### src/rtl/sat_addsub_unit.sv
module sat_addsub_unit #(
  parameter int W       = 8,
  parameter bit REG_OUT = 1'b1
) (
  input  logic                clk,
  input  logic                rst_n,
  input  logic [W-1:0]        a,
  input  logic [W-1:0]        b,
  input  logic [1:0]          op,
  input  logic                sat_en,
  output logic [W-1:0]        result,
  output logic                carry_out,
  output logic                ovf,
  output logic signed [W+1:0] wrap_err,
  output logic                a_gt_b
);
  localparam logic [W-1:0] MAXV   = {1'b0, {(W-1){1'b1}}};
  localparam logic [W-1:0] MINV   = {1'b1, {(W-1){1'b0}}};
  localparam logic [1:0]   OP_ADD = 2'b00;
  localparam logic [1:0]   OP_SUB = 2'b01;
  localparam logic [1:0]   OP_NEG = 2'b10;
  localparam logic [1:0]   OP_CMP = 2'b11;
  localparam logic signed [W+1:0] ERR_POS = {2'b01, {W{1'b0}}};
  localparam logic signed [W+1:0] ERR_NEG = {2'b11, {W{1'b0}}};

  logic [W-1:0] opx, opy;
  logic         cin;

  always_comb begin
    unique case (op)
      OP_ADD:  begin opx = a;          opy = b;  cin = 1'b0; end
      OP_NEG:  begin opx = '0;         opy = ~a; cin = 1'b1; end
      default: begin opx = a;          opy = ~b; cin = 1'b1; end
    endcase
  end

  logic [W-1:0] low_sum;
  logic [W:0]   full_sum;
  logic [W-1:0] raw;
  logic         c_into_sign, c_out_sign;
  logic         ovf_by_sign, ovf_by_carry, pos_ovf, is_diff;

  assign low_sum      = {1'b0, opx[W-2:0]} + {1'b0, opy[W-2:0]} + {{(W-1){1'b0}}, cin};
  assign full_sum     = {1'b0, opx} + {1'b0, opy} + {{W{1'b0}}, cin};
  assign raw          = full_sum[W-1:0];
  assign c_into_sign  = low_sum[W-1];
  assign c_out_sign   = full_sum[W];
  assign ovf_by_sign  = (opx[W-1] == opy[W-1]) && (raw[W-1] != opx[W-1]);
  assign ovf_by_carry = c_into_sign ^ c_out_sign;
  assign pos_ovf      = ovf_by_sign & ~opx[W-1];
  assign is_diff      = (op == OP_SUB) || (op == OP_CMP);

  logic [W-1:0]        res_c;
  logic signed [W+1:0] err_c;
  logic                gt_c;

  assign res_c = (sat_en && ovf_by_sign) ? (pos_ovf ? MAXV : MINV) : raw;
  assign err_c = (c_into_sign && !c_out_sign) ? ERR_POS :
                 (!c_into_sign && c_out_sign) ? ERR_NEG : '0;
  assign gt_c  = is_diff && !(raw[W-1] ^ ovf_by_sign) && (raw != '0);

  generate
    if (REG_OUT) begin : g_reg
      always_ff @(posedge clk or negedge rst_n) begin
        if (!rst_n) begin
          result    <= '0;
          carry_out <= 1'b0;
          ovf       <= 1'b0;
          wrap_err  <= '0;
          a_gt_b    <= 1'b0;
        end else begin
          result    <= res_c;
          carry_out <= c_out_sign;
          ovf       <= ovf_by_sign;
          wrap_err  <= err_c;
          a_gt_b    <= gt_c;
        end
      end
    end else begin : g_comb
      assign result    = res_c;
      assign carry_out = c_out_sign;
      assign ovf       = ovf_by_sign;
      assign wrap_err  = err_c;
      assign a_gt_b    = gt_c;
    end
  endgenerate
endmodule


### config.mk
export PLATFORM = sky130hd
export DESIGN_NAME = sat_addsub_unit
export DESIGN_NICKNAME = d
export VERILOG_FILES = /design/src/rtl/sat_addsub_unit.sv
export SDC_FILE = /design/constraint.sdc
export NUM_CORES = 1
export LEC_CHECK = 0
export BUFFER_PORTS_ARGS = -buffer_cell sky130_fd_sc_hd__buf_2
export CORE_AREA = 2 2 61 63
export CTS_BUF_LIST = sky130_fd_sc_hd__clkbuf_4
export DETAILED_ROUTE_END_ITERATION = 6
export DIE_AREA = 0 0 63 65
export SLEW_MARGIN = 20
export SYNTH_ARGS = -nofsm -noshare
export SYNTH_HDL_FRONTEND = slang
export SYNTH_SLANG_ARGS = --single-unit
### constraint.sdc
create_clock -name clk -period 0.8 [get_ports clk]
set_clock_uncertainty 0.2 [all_clocks]
set_input_delay 0 -clock clk [delete_from_list [all_inputs] [get_ports clk]]
set_output_delay 0 -clock clk [all_outputs]
set_load 0.1 [all_outputs]
* Yosys cells after proc, flatten, opt, wreduce, memory -nomap -nowiden
Cells that the tools add are included.
** Storage, ports and cells
- Register bits after elaboration :: 21
- Bits of input ports :: 21
- Output and inout bits :: 21
- Word-level logic and storage cells :: 38
** Cells by class
- $add $sub $neg :: 4
- Equality and inequality tests :: 5
- Mux-type cells :: 7
- Bitwise gates (word level) :: 5
- Reductions and logical operators :: 12
** Operator list (number)
- $mux 8 :: 3
- $mux 10 :: 2
- $not 8->8 :: 2
- $pmux 8 s2 :: 1
- $add 8x8->9 :: 1
- $add 9x1->9 :: 1
- $add 7x7->8 :: 1
- $add 8x1->8 :: 1
- $reduce_bool 8->1 :: 1
- $logic_and 1x1->1 :: 6
- $eq 2x2->1 const B :: 2
- $logic_not 1->1 :: 3
- $eq 2x1->1 const B :: 1
- $logic_not 2->1 :: 1
- $and 1x1->1 :: 1
- $eq 1x1->1 :: 1
- $logic_or 1x1->1 :: 1
- $mux 1 :: 1
- $ne 1x1->1 :: 1
- $not 1->1 :: 1
- $xor 1x1->1 :: 1

* Logic depth before layout (Yosys ltp)
Gate-level depths: netlist of the first run.
- Depth in word-level cells :: 10
- Depth in mapped cells :: 16

* Worst setup path before layout of the first run
OpenSTA, ideal clock, no wires.
- Path kind :: input port to flip-flop
- From :: input op[1]
- To :: register wrap_err[8]
- Library setup time :: 0.113 ns
- Data arrival time :: 2.889 ns
- Setup slack :: -2.402 ns
- Stages :: 16
- Buffers on the path :: 1
- Cells stage by stage :: buf_1 > mux2i_1 > nor2_1 > a21oi_1 > ha_1 > o21ai_0 > nand2b_1 > fa_1 > a211oi_1 > o21bai_1 > a21oi_1 > nor2b_1 > o21ai_0 > nand2b_1 > ha_1 > inv_1
** RTL lines
- from (decl) :: RTL line 9 : input logic [1:0] op,
- $eq 2x2->1 / $logic_not 2->1 (equally long branches) :: RTL line 30 : unique case (op)
- $pmux 8 s2 / $mux 8 (equally long branches) :: RTL line 30
- $add 8x8->9 :: RTL line 44 : assign full_sum = {1'b0, opx} + {1'b0, opy} + {{W{1'b0}}, cin};
- $add 9x1->9 (*) :: RTL line 44
- named net full_sum[8] :: RTL line 38 : logic [W:0] full_sum;
- $logic_and 1x1->1 / $logic_not 1->1 (equally long branches) :: RTL line 59, 58
- $mux 10 / $logic_and 1x1->1 (equally long branches) :: RTL line 59, 58
- $mux 10 (*) :: RTL line 58 : assign err_c = (c_into_sign && !c_out_sign) ? ERR_POS :
- named net err_c[8] :: RTL line 54 : logic signed [W+1:0] err_c;
- to (signal assigned) :: RTL line 75 : wrap_err <= err_c;
- to (decl) :: RTL line 14 : output logic signed [W+1:0] wrap_err,
Mark *: on every way through the listed nets, which the timed path passes. The rest lies on a longest branch.

* Worst setup path in the final report of the first run
- From :: input op[1]
- To :: register a_gt_b
** Between the ends
- Word-level cells in the longest chain between the ends :: 10
** Ends and longest elaborated chain
- $eq 2x2->1 / $logic_not 2->1 (equally long branches) :: RTL line 30
- $pmux 8 s2 / $mux 8 (equally long branches) :: RTL line 30
- $add 8x8->9 :: RTL line 44
- $add 9x1->9 :: RTL line 44
- $ne 1x1->1 :: RTL line 48 : assign ovf_by_sign = (opx[W-1] == opy[W-1]) && (raw[W-1] != opx[W-1]);
- $logic_and 1x1->1 :: RTL line 48
- $xor 1x1->1 :: RTL line 60 : assign gt_c = is_diff && !(raw[W-1] ^ ovf_by_sign) && (raw != '0);
- $logic_not 1->1 :: RTL line 60
- $logic_and 1x1->1 :: RTL line 60
- $logic_and 1x1->1 (*) :: RTL line 60
- named net gt_c :: RTL line 55 : logic gt_c;
- to (signal assigned) :: RTL line 76 : a_gt_b <= gt_c;
- to (decl) :: RTL line 15 : output logic a_gt_b
Marked as above.

==> results.toml, run 1 <==
[global_routing]
antenna_found_initial = 0
grt_use_total_pct = 16.7
grt-ovfl-total = 0
grt_max_degree = 14
grt_pass1_vias = 1301
grt_pass1_wl_mm = 5.49

[pwr]
p_clk_share_pct = 7.1
intPower_uw = 2910
peakVddDrop_v = 0.000908
share_comb_of_total_power_pct = 73.5
p_sw_uw = 2870
swShare_pct = 49.6
sequentialPowerShare_pct = 19.4
p_leak_uw = 0.00108
p_per_area_mw_per_mm2 = 2520
p_total_uw = 5780

[route]
drt_iter0_markers = 19
drt-pass1-iter-count = 3
ant_nets = 0
vias = 1363
wire_per_inst_um = 12.2
drt_wl_total_mm = 3.45
drc = 0
viasPerCell = 4.80

[logic_synthesis]
yosysTopAreaCell = "dfrtp_1"
async_reset_ff_share_pct = 100
syn_area_per_cell_um2 = 8.15
yosys-top-cells-area = "dfrtp_1, ha_1, mux2i_1, a21oi_1, nor2_1"
synth.distinct_cells = 37
synthesis.area_mm2 = 0.00124
ys_warn_count = 0
synth_top_area_share_pct = 26.3
ys.flop_type = "dfrtp_1"
synth-edff-count = 0
yosysSeqAreaShare_pct = 26.3
synthCells = 152
ys_seq_elements = 13

[placed_design]
place_ws_ps = -2060
gp_congestion = 0.810
placed_cell_area_mm2 = 0.00196
port_buffers = 33
dp.final_hpwl_mm = 2.61

[floorplan]
start_util_pct = 35.4
std_cell_rows = 22
core-area_mm2 = 0.00350
dieWidth_um = 63
ioPinCount = 42
die_area_mm2 = 0.00410
die_height_um = 65

[timing]
fin_crit_ps = 2420
setup_ws_ps = -1620
finalCritPeriodShare_pct = 302
rsz0062_at_grt = "yes"
finalMaxSlewViolations = 0
tns_ps = -22380
setup_viol = 26
report.final.hold_viol_count = 15
worst_hold_slack_ps = -105
max_clock_freq_mhz = 414

[clock_network]
numCtsBuffers = 3
cts-root-buf = "clkbuf_4"
cts_tree = "built"
cts_hold_buf = 1
htree_levels = 1
cts_buffer_depth = 2
cts_sinks = 13
clk_pin_slew_worst_paths_ps = 70

[cells_and_area]
nFillCells = 284
drive_above_1_share_pct = 59.3
final_area_mm2 = 0.00229
finish.utilization_pct = 65.6
areaGrowthSynthToFinish_pct = 85.2
finalNetCount = 268
antennaDiodeCount = 0

[worst_setup_path]
cp.required_ps = 730
cp_top_family = "compound AO/OA/AOI/OAI gates"
cp_slowest_stage_delay_ps = 350
crit_slowest_cell = "fa_2"
path_depth = 14
crit_arrival_ps = 2350
crit_type = "in2reg"
start_kind = "input pin"
cp-end-kind = "register"
path_buf_inv = 2
crit_chain = "buf_8 > mux2i_1 > nor2_1 > a21oi_2 > ha_4 > o21ai_2 > nand2b_1 > fa_2 > buf_4 > xor2_1 > a211o_1 > nor3_2 > a311o_2 > o211ai_1"
cp_max_fo = 2

[min_path]
hold_depth = 4
hold_path.class = "in2reg"

[status]
violations = "negative hold slack, negative setup slack"
outcome = "complete, but fails checks"

[flow_run]
cap_violations = 0
-- state kept, by name, summed over array words and instances (netlist names) --
register,flops
a_gt_b,1
carry_out,1
ovf,1
result,8
wrap_err,2
-- layout make-up --
class	count	area (um^2)	area share (%)
timing repair buffer	85	801	34.9
sequential	13	374	16.3
inverter	12	47.5	2.07
clock buffer	4	30.0	1.31
tap	48	60.1	2.62
multi-input combinational	122	981	42.8
-- layer usage --
| metal | GRT usage (%) | up-vias | wire length (um) |
|---|---|---|---|
| met5 | 0 | - | 0 |
| met4 | 5.00 | 0 | 69 |
| met3 | 2.08 | 8 | 133 |
| met2 | 35.0 | 37 | 1910 |
| met1 | 16.9 | 643 | 1340 |
| li1 | - | 675 | - |
-- logic make-up after synthesis --
| family | count (synthesis) | synth area share (%) |
|---|---|---|
| XOR/XNOR | 6 | 4.24 |
| other | 1 | 0.303 |
| AO/OA/AOI/OAI | 44 | 24.1 |
| adder cells (fa/ha/maj) | 10 | 10.7 |
| AND/OR/NAND/NOR | 45 | 17.1 |
| flip-flops | 13 | 26.3 |
| multiplexers | 9 | 7.37 |
| buffers and inverters | 24 | 9.90 |
-- tightest hold or removal path: stages --
cell and delay (ps):
buf_2 90, nand2_1 60, o21ai_2 50, mux2_4 130
-- cell usage in the layout, fill, tap and decap left out, types with 2 or more instances in the layout --
cell type	Yosys	routed
nor2_2	0	2
mux2i_1	8	8
nand2b_1	4	3
dfrtp_4	0	13
clkbuf_4	0	4
xor2_1	4	2
o21bai_1	2	2
ha_4	0	2
a21oi_2	0	7
a21oi_4	1	2
nor2b_1	3	3
a31o_2	2	2
xor2_2	0	2
and2_4	0	2
buf_4	8	45
a21oi_1	15	7
buf_12	0	14
buf_6	0	6
a211oi_1	3	2
buf_2	0	18
o211ai_1	2	2
ha_1	9	7
nand2_1	8	8
and2_1	8	6
conb_1	1	8
inv_1	11	11
o21ai_2	1	8
nor2_1	19	17
-- power by group through the flow --
stage	Clock [uW]	Combinational (uW)	Sequential [uW]
finish	412	4250	1120
global route	447	4440	1140
CTS	427	4060	1130
detailed placement	0	3810	1140
global placement	0	3740	1130
floorplan	0	1060	2440
-- what timing repair did --
action                                  4_1_cts  5_1_grt
pin swaps                                    26       20
endpoints found under the setup margin       26       26
buffers inserted                             16        5
endpoints found under the hold margin        16       14
gates resized for setup                      25       15
-- worst paths after layout --
check                      slack (ps)    from             endpoint
worst min-delay path             -100  sat_en  result[7]$_DFF_PN0_
max in group asynchronous         230   rst_n  result[1]$_DFF_PN0_
worst max-delay path            -1620   op[1]     a_gt_b$_DFF_PN0_
min in group asynchronous         -70   rst_n  carry_out$_DFF_PN0_
-- metrics by stage --
step,hold WS (ps),cells
6_report,-105,284
5_1_grt,-99.6,284
4_1_cts,-88.5,282
3_5_place_dp,-309,264
3_3_place_gp,-315,264
2_1_floorplan,-496,159
-- Yosys cell counts, types with 4 or more instances --
cell type   n
a21oi_1    15
and2_1      8
buf_4       8
dfrtp_1    13
ha_1        9
inv_1      11
mux2i_1     8
nand2_1     8
nand2b_1    4
nor2_1     19
o21ai_0     9
xor2_1      4
Power figures use the tool's default switching activity.
==> run 2: changes to the inputs <==
CAP_MARGIN = 20   (was not set)
CORE_AREA = 2 2 55 57   (was 2 2 61 63)
DIE_AREA = 0 0 57 59   (was 0 0 63 65)
PLACE_DENSITY = 0.75   (was not set)
==> run 2 against run 1 <==
The run still ends with negative hold slack, negative setup slack left. First-iteration DRC count grew to 4.8 times the previous value. Worst hold slack gained 45 ps. Final area shrank 1.1%. Critical path type unchanged. Via count grew 11%. Critical path depth grew 1. Clock power grew 7.0%. Highest routed layer unchanged.
==> results.toml, run 2 (synthesized netlist as in run 1, its figures left out) <==
[timing]
worst_hold_slack_ps = -59.4
setup_viol = 26
finalCritPeriodShare_pct = 320
setup_ws_ps = -1760
rsz0062_at_grt = "yes"
tns_ps = -24690
report.final.hold_viol_count = 15
fin_crit_ps = 2560
finalMaxSlewViolations = 0
max_clock_freq_mhz = 391

[cells_and_area]
finalNetCount = 269
areaGrowthSynthToFinish_pct = 83.0
drive_above_1_share_pct = 59.5
top_regs = "result: 8 flops, wrap_err: 2 flops"
mostFrequentLayoutCells = "buf_4, buf_2, nor2_1"
top_register = "result"
antennaDiodeCount = 0
largest_reg_flops = 8
final_common_cell = "buf_4"
nFillCells = 149
finish.utilization_pct = 83.7

[floorplan]
std_cell_rows = 19
ioPinCount = 42
start_util_pct = 45.7
die_area_mm2 = 0.00336
die_height_um = 59
dieWidth_um = 57
core-area_mm2 = 0.00271

[clock_network]
cts_hold_buf = 1
cts_buffer_depth = 2
cts_sinks = 13
clk_pin_slew_worst_paths_ps = 80
htree_levels = 1
cts_tree = "built"
numCtsBuffers = 3
cts-root-buf = "clkbuf_4"

[pwr]
p_per_area_mw_per_mm2 = 2630
peakVddDrop_v = 0.00412
p_leak_uw = 0.00108

[route]
drt_wl_total_mm = 4.85
viasPerCell = 5.64
wire_per_inst_um = 18.1
vias = 1512
drt_iter0_markers = 91
drc = 0
ant_nets = 0
drt-pass1-iter-count = 4

[worst_setup_path]
crit_type = "in2reg"
crit_arrival_ps = 2500
cp-end-kind = "register"
start_kind = "input pin"
cp.required_ps = 740
cp_max_fo = 4

[global_routing]
grt_use_total_pct = 25.6
grt-ovfl-total = 0
grt_pass1_wl_mm = 6.72
grt_max_degree = 16
antenna_found_initial = 0
grt_pass1_vias = 1533

[flow_run]
cap_violations = 0

[status]
violations = "negative hold slack, negative setup slack"
outcome = "complete, but fails checks"

[min_path]
hold_path.class = "in2async"

[placed_design]
port_buffers = 33
gp_congestion = 0.895
dp.final_hpwl_mm = 2.88
## run 2: changes by cell type in the layout (fill, tap and decap cells not counted), sizes merged
cell	before	now
buf	84	85
## run 2: final timing paths
check	start	to	slack, ps	cells after the start
max	op[0]	a_gt_b$_DFF_PN0_	-1760	15
min	rst_n	wrap_err[8]$_DFF_PN0_	-60	2
max in group asynchronous	rst_n	wrap_err[9]$_DFF_PN0_	200	2
min in group clk	sat_en	result[7]$_DFF_PN0_	-30	3
## run 2: metal layers
metal,vias up,routed length [um],global-route usage [%]
met4,0,172,12.0
li1,676,-,-
met2,83,2600,50.1
met5,-,0,0
met3,20,286,4.80
met1,733,1790,26.0
## run 2: power breakdown
group          total, uW  switching (uW)  internal (uW)
combinational       4390            2670           1710
clock                441             214            227
sequential          1130             168            965
total               5960            3060           2900
## run 2: timing repair
item,CTS,global route
cloned,0,0
pin swaps,19,17
resized for setup,24,17
buffers inserted,9,9
hold endpoints to repair,16,14
setup endpoints to repair,26,26
## run 2: worst max-delay path, cell delays in order
cell and delay, ps:
buf_2 120, buf_4 140, nor2_1 100, a21oi_1 60
ha_1 330, o21ai_2 90, nand2b_1 90, fa_2 370
a211oi_4 230, o21bai_1 120, a21oi_2 190, buf_4 160
xor2_2 190, a31o_2 200, o211ai_1 110
## run 2: through the flow
stage	hold slack (ps)	std cells	setup WS (ps)	instance area, um^2	power (uW)
after floorplan	-496	159	-1850	1380	3500
after global placement	-315	249	-1930	1950	4880
after detailed placement	-302	249	-2130	1950	5000
after CTS	-54.3	263	-1660	2160	5650
after global routing	-37.0	268	-1830	2270	6140
final	-59.4	268	-1760	2270	5960
## run 2: layout make-up
class / instances / area [um^2] / area share (%)
Clock buffer: 4 / 30.0 / 1.32
Inverter: 12 / 47.5 / 2.10
Multi-Input combinational cell: 122 / 977 / 43.1
Sequential cell: 13 / 374 / 16.5
Tap cell: 31 / 38.8 / 1.71
Timing Repair Buffer: 86 / 800 / 35.3
